`config.mk`:
```
export PLATFORM = sky130hd
export DESIGN_NAME = wdog_dual
export DESIGN_NICKNAME = d
export VERILOG_FILES = /design/src/rtl/wdog_pkg.sv /design/src/rtl/wdog_count.sv /design/src/rtl/wdog_regs.sv /design/src/rtl/wdog_dual.sv
export SDC_FILE = /design/constraint.sdc
export NUM_CORES = 1
export LEC_CHECK = 0
export BUFFER_PORTS_ARGS = -buffer_cell sky130_fd_sc_hd__buf_2
export CORE_AREA = 5 5 71 73
export CTS_CLUSTER_DIAMETER = 80
export DETAILED_ROUTE_END_ITERATION = 8
export DIE_AREA = 0 0 76 78
export PLACE_DENSITY = 0.7
export SLEW_MARGIN = 0
export SYNTH_ARGS = -nofsm -noshare
export SYNTH_HDL_FRONTEND = slang
export SYNTH_SLANG_ARGS = --single-unit
```
`constraint.sdc`:
```
create_clock -name clk -period 1.71 [get_ports clk]
set_input_delay 0.171 -clock clk [delete_from_list [all_inputs] [get_ports clk]]
set_output_delay 0.171 -clock clk [all_outputs]
set_load 0.01 [all_outputs]
```
`src/rtl/wdog_pkg.sv`:
```
package wdog_pkg;
    localparam int unsigned DW  = 16;
    localparam int unsigned AW  = 3;
    localparam int unsigned TW  = 10;
    localparam int unsigned SPW = DW - TW;

    typedef enum logic [AW-1:0] {
        A_CTRL  = 3'd0,
        A_TIMER = 3'd1,
        A_TMO   = 3'd2,
        A_KICK  = 3'd3,
        A_STAT  = 3'd4,
        A_COUNT = 3'd5
    } addr_e;

    // bit 0 halt, bit 1 no_reboot, bit 2 irq_en
    typedef struct packed {
        logic irq_en;
        logic no_reboot;
        logic halt;
    } ctrl_t;

    // bit 0 first, bit 1 boot, bit 2 second
    typedef struct packed {
        logic second;
        logic boot;
        logic first;
    } stat_t;

    function automatic logic tmo_legal(input logic [TW-1:0] v,
                                       input int unsigned lo,
                                       input int unsigned hi);
        return (32'(v) >= lo) && (32'(v) <= hi);
    endfunction
endpackage

```
`src/rtl/wdog_count.sv`:
```
module wdog_count
    import wdog_pkg::*;
#(
    parameter int unsigned TMO_INIT = 16
) (
    input  logic          clk,
    input  logic          rst,
    input  logic          tick,
    input  logic          halt,
    input  logic          load,
    input  logic [TW-1:0] tmo,
    output logic [TW-1:0] cnt,
    output logic          expire
);
    localparam logic [TW-1:0] INIT_V = TW'(TMO_INIT);

    assign expire = tick && !halt && !load && (cnt == '0);

    always_ff @(posedge clk) begin
        if (rst)
            cnt <= INIT_V;
        else if (load || expire)
            cnt <= tmo;
        else if (tick && !halt)
            cnt <= cnt - 1'b1;
    end
endmodule

```
`src/rtl/wdog_regs.sv`:
```
module wdog_regs
    import wdog_pkg::*;
#(
    parameter int unsigned TMO_MIN  = 4,
    parameter int unsigned TMO_MAX  = 1021,
    parameter int unsigned TMO_INIT = 16
) (
    input  logic           clk,
    input  logic           rst,
    input  logic           bus_wr,
    input  logic [AW-1:0]  bus_addr,
    input  logic [DW-1:0]  bus_wdata,
    input  logic           expire,
    input  logic [TW-1:0]  cnt,
    output ctrl_t          ctrl,
    output stat_t          stat,
    output logic [TW-1:0]  tmo,
    output logic [SPW-1:0] spare,
    output logic           load,
    output logic [DW-1:0]  bus_rdata,
    output logic           rst_req,
    output logic           cfg_err,
    output logic           irq
);
    localparam logic [TW-1:0] INIT_V = TW'(TMO_INIT);

    logic       wr_ctrl, wr_timer, wr_tmo, wr_stat, tmo_good;
    logic       exp_first, exp_second;
    logic [2:0] stat_n;

    always_comb begin
        wr_ctrl    = bus_wr && (bus_addr == A_CTRL);
        wr_timer   = bus_wr && (bus_addr == A_TIMER);
        wr_tmo     = bus_wr && (bus_addr == A_TMO);
        wr_stat    = bus_wr && (bus_addr == A_STAT);
        load       = bus_wr && (bus_addr == A_KICK);
        tmo_good   = tmo_legal(bus_wdata[TW-1:0], TMO_MIN, TMO_MAX);
        exp_first  = expire && !stat.first;
        exp_second = expire && stat.first;
        // write-one-to-clear first, then hardware sets win
        stat_n     = stat & ~(bus_wdata[2:0] & {3{wr_stat}});
        stat_n[0]  = stat_n[0] | exp_first;
        stat_n[2]  = stat_n[2] | exp_second;
        stat_n[1]  = stat_n[1] | (exp_second && !ctrl.no_reboot);
    end

    always_ff @(posedge clk) begin
        if (rst) begin
            ctrl    <= '{irq_en: 1'b0, no_reboot: 1'b1, halt: 1'b1};
            stat    <= '0;
            tmo     <= INIT_V;
            spare   <= '0;
            rst_req <= 1'b0;
            cfg_err <= 1'b0;
        end else begin
            if (wr_ctrl)
                ctrl <= ctrl_t'(bus_wdata[2:0]);
            if (exp_second)
                ctrl.halt <= 1'b1;
            stat <= stat_t'(stat_n);
            if (wr_tmo && tmo_good)
                tmo <= bus_wdata[TW-1:0];
            if (wr_timer)
                spare <= bus_wdata[DW-1:TW];
            rst_req <= exp_second && !ctrl.no_reboot;
            cfg_err <= wr_tmo && !tmo_good;
        end
    end

    assign irq = stat.first && ctrl.irq_en && ctrl.no_reboot;

    always_comb begin
        case (bus_addr)
            A_CTRL:          bus_rdata = {{(DW-3){1'b0}}, ctrl};
            A_TIMER, A_TMO:  bus_rdata = {spare, tmo};
            A_STAT:          bus_rdata = {{(DW-3){1'b0}}, stat};
            A_COUNT:         bus_rdata = {{SPW{1'b0}}, cnt};
            default:         bus_rdata = '0;
        endcase
    end
endmodule

```
`src/rtl/wdog_dual.sv`:
```
module wdog_dual
    import wdog_pkg::*;
#(
    parameter int unsigned TMO_MIN  = 4,
    parameter int unsigned TMO_MAX  = 1021,
    parameter int unsigned TMO_INIT = 16
) (
    input  logic          clk,
    input  logic          rst,
    input  logic          tick,
    input  logic          bus_wr,
    input  logic [2:0]    bus_addr,
    input  logic [15:0]   bus_wdata,
    output logic [15:0]   bus_rdata,
    output logic          rst_req,
    output logic          irq,
    output logic          cfg_err
);
    ctrl_t          ctrl;
    stat_t          stat;
    logic [TW-1:0]  tmo;
    logic [TW-1:0]  cnt;
    logic [SPW-1:0] spare;
    logic           load;
    logic           expire;

    wdog_count #(.TMO_INIT(TMO_INIT)) u_count (
        .clk    (clk),
        .rst    (rst),
        .tick   (tick),
        .halt   (ctrl.halt),
        .load   (load),
        .tmo    (tmo),
        .cnt    (cnt),
        .expire (expire)
    );

    wdog_regs #(.TMO_MIN(TMO_MIN), .TMO_MAX(TMO_MAX), .TMO_INIT(TMO_INIT)) u_regs (
        .clk       (clk),
        .rst       (rst),
        .bus_wr    (bus_wr),
        .bus_addr  (bus_addr),
        .bus_wdata (bus_wdata),
        .expire    (expire),
        .cnt       (cnt),
        .ctrl      (ctrl),
        .stat      (stat),
        .tmo       (tmo),
        .spare     (spare),
        .load      (load),
        .bus_rdata (bus_rdata),
        .rst_req   (rst_req),
        .cfg_err   (cfg_err),
        .irq       (irq)
    );
endmodule

```
==> summary.md <==
| Metric | Value |
|---|---|
| Largest net degree at the start of global routing | 27 |
| Antenna diodes | 0 |
| Sequential area share after synthesis | 35.9% |
| CTS Buffer Depth | 2 |
| Fin util | 57.9% |
| CP peak stage delay | 0.51 ns |
| Core Box Area | 4290 µm² |
| Num ports | 42 |
| Clk slew on worst S/H paths | 0.07 ns |
| RSZ-0062 raised after global routing | true |
| Worst Path Max Fanout | 5 |
| Routed WL | approximately 5200 µm |
| Sw Pwr | 0.000432 W |
| Buf+Inv Stages, Crit Path | 2 |
| Synth Instances | around 220 |
| DIE AREA | between 5000 and 6000 µm² |
| Top delay family on crit path | compound AO/OA/AOI/OAI gates |
| Post-synth EDFFs | 0 |
| Prevailing post-synth register cell | dfxtp_1 |
| Share of cells above drive strength 1 | 33.0% |
| DR iter-0 viols | 127 |
| Synth warnings | 0 |
| Worst ir drop on vdd | 0.435 mV |
| Starting Density | 44.1% |
| Pwr/cell area | 727 nW/µm² |
| Row Count | 24 |
| Status | finished with violations |
| Kind of critical path | reg2reg |
| TritonRoute pass-1 iters | 4 |
| Remaining antenna violation count | 0 |
| Final routed DRC violation total | 0 |
| Synthesis-to-finish area growth | 31.2% |
| Critical path required time | 1.93 ns |
| Number of global-route vias before repair | 1912 |
| Crit start category | flop |
| P_leak | 0.993 nW |
| Slew @ Worst Pin | 0.486 ns |
| Drt wl/cell | 15.7 µm |
| Final worst slack | -0.115 ns |
| Yosys cell types | 45 |
| Relative slew slack | approximately two thirds |
| Synthesized flop and latch total | 34 |
| Fin crit share | 107% |
| Total power | about 0.0018 W |
| Worst Hold Class | in2reg |
| Switching part of the total | 23.9% |
| Final Max Tran Viols | 0 |
| Die H | 78 µm |
| Critical Path AT | around 2.0 ns |
| TritonCTS clock tree | built |
| Ys async rst share | 0% |
| DIE WIDTH | 76 µm |
| Post-synthesis area per instance | 8.77 µm² |
| Violated checks | setup timing |
| # setup viols final | 10 |
| Root Driver | clkbuf_8 |
| RD Place Congestion | 0.838 |
| Final hold vios | 0 |
| Clock sinks | 34 |
| GRT Util Overall | 18.1% |
| Gate power share | 12.3% |
| Grt ovf | 0 |
| Crit-path slowest cell | or4b_4 |
| Synthesized net count | 240 |
| H-tree levels | 2 |
| CP Capture Type | flop |
| First-pass GRT wire length | 8830 µm |
| Layout Nets | 300 |
| Fillers | approximately 410 |
| Antenna violations before repair | 0 |
| Clock power frac | 42.5% |
| Flop pwr share | 45.2% |
| Fmax | 0.548 GHz |
| Via count | between 1500 and 2000 |
| Internal | 0.00137 W |
| Syn Std Cell Area | 1890 µm² |
| Total CTS buffers | 5 |
| Port bufs | 41 |
| Hpwl dp | 3890 µm |
| Cell Chain, Critical Path | inv_2, ha_4, or4b_4, o41ai_4, buf_4, a22oi_1, o22ai_1 |
| Max-cap violations | 0 |
| Final min period | 1.83 ns |
| Worst-skew pair later-pin latency | 0.29 ns |
| Clk_skew | 0.00593 ns |
| Vias per cell | 5.51 |
==> path summary, 6_finish.rpt <==
kind                                    start                           end  slack, ns  cells after the start
setup / recovery  u_count.cnt[0]$_SDFFE_PP0P_   u_count.cnt[8]$_SDFFE_PP0P_      -0.12                      7
hold / removal                  bus_wdata[10]  u_regs.spare[0]$_SDFFE_PP0P_       0.11                      3
setup reg to reg  u_count.cnt[0]$_SDFFE_PP0P_   u_count.cnt[8]$_SDFFE_PP0P_      -0.12                      7
hold reg to reg     u_regs.stat[2]$_SDFF_PP0_     u_regs.stat[2]$_SDFF_PP0_       0.47                      2
==> synth_stat cells (all sizes together) (3+ instances only) <==
master  number  area, µm²
a211oi       3       22.5
a22o         7       62.6
a22oi        4       30.0
a31oi        4       25.0
and2         7       43.8
buf          5       28.8
clkbuf      10       37.5
dfxtp       34        681
inv          3       11.3
mux2i       21        210
nand2       11       41.3
nand2b      20        125
nand3        4       20.0
nand3b       3       22.5
nor2        24       90.1
nor3         5       25.0
nor4         6       37.5
o21ai        5       25.0
o22ai        4       25.0
or4          4       33.8
xnor2        4       35.0
xor2         3       26.3
==> flip-flops by register name (all words and copies together), names as in the netlist <==
name	flops
u_count.cnt	10
u_regs.ctrl	3
u_regs.cfg_err	1
u_regs.tmo	10
u_regs.stat	3
u_regs.rst_req	1
u_regs.spare	6
==> power by group through the flow <==
stage | Sequential [W] | Clock [W] | Combinational (W)
global route | 0.000818 | 0.000824 | 0.000245
global placement | 0.000835 | 0 | 0.000213
CTS | 0.000817 | 0.000780 | 0.000222
detailed placement | 0.000835 | 0 | 0.000216
floorplan | 0.000835 | 0 | 0.000123
finish | 0.000817 | 0.000768 | 0.000221
==> what timing repair did <==
item                       CTS  global route
resized for setup            8             0
pin swaps                    2             3
buffers inserted             1             0
hold buffers                 0             0
setup endpoints to repair   14            14
==> routing by layer <==
layer  up-vias  track usage, %  wire length (µm)
met3         9            5.21               297
met4         0            5.87                72
met2        48            30.7              2490
met1       844            21.9              2300
li1        906               -                 -
met5         -               0                 0
==> placed cells by master, fill, tap and decap left out, types with 2 or more instances in the layout <==
cell	instances
o22ai_1	4
o21ai_0	5
and2_1	7
clkbuf_8	6
mux2i_1	21
nand4b_1	2
xnor2_1	4
a22o_1	6
buf_4	27
inv_2	2
nor4_2	2
dfxtp_1	33
nor3_1	4
nor4_1	3
or4_1	3
xor2_1	3
nand4_1	2
nand3_1	3
nor4bb_1	2
nand2_1	10
a21oi_1	2
a211oi_1	3
a311oi_1	2
buf_2	41
nand3b_1	3
a22oi_1	4
nor2_1	24
nor2b_1	2
nand2b_1	20
a31oi_1	4
==> tightest hold or removal path, stage by stage <==
cell     delay (ns)
buf_2          0.07
mux2i_1        0.05
nor2_1         0.07
==> logic make-up (layout without fill, tap and decap cells) <==
family	count (synthesis)	after routing	synth area share (%)
XOR/XNOR	7	7	3.24
AO/OA/AOI/OAI	38	38	16.2
adder cells (fa/ha/maj)	1	1	0.660
multiplexers	21	21	11.1
AND/OR/NAND/NOR	97	97	28.8
flip-flops	34	34	35.9
buffers and inverters	18	78	4.10
==> metrics by stage <==
stage	hold slack (ns)	setup TNS (ns)	instances	cell area (µm²)	setup WS, ns
after floorplan	0.282	-0.541	216	1920	-0.0774
after global placement	0.406	-0.599	320	2320	-0.163
after detailed placement	0.417	-1.04	320	2320	-0.160
after CTS	0.110	-0.707	328	2480	-0.113
after global routing	0.121	-1.45	328	2480	-0.169
final	0.113	-0.719	328	2480	-0.115
==> area by class of cell <==
| type | instances | area, µm² | area share [%] |
|---|---|---|---|
| multi-input combinational | 164 | 1210 | 48.5 |
| sequential | 34 | 682 | 27.4 |
| timing repair buffer | 68 | 408 | 16.4 |
| clock inverter | 1 | 30.0 | 1.21 |
| inverter | 3 | 11.3 | 0.453 |
| clock buffer | 6 | 82.6 | 3.32 |
| tap | 52 | 65.1 | 2.62 |
No activity file was read; power rests on OpenSTA's default activity.
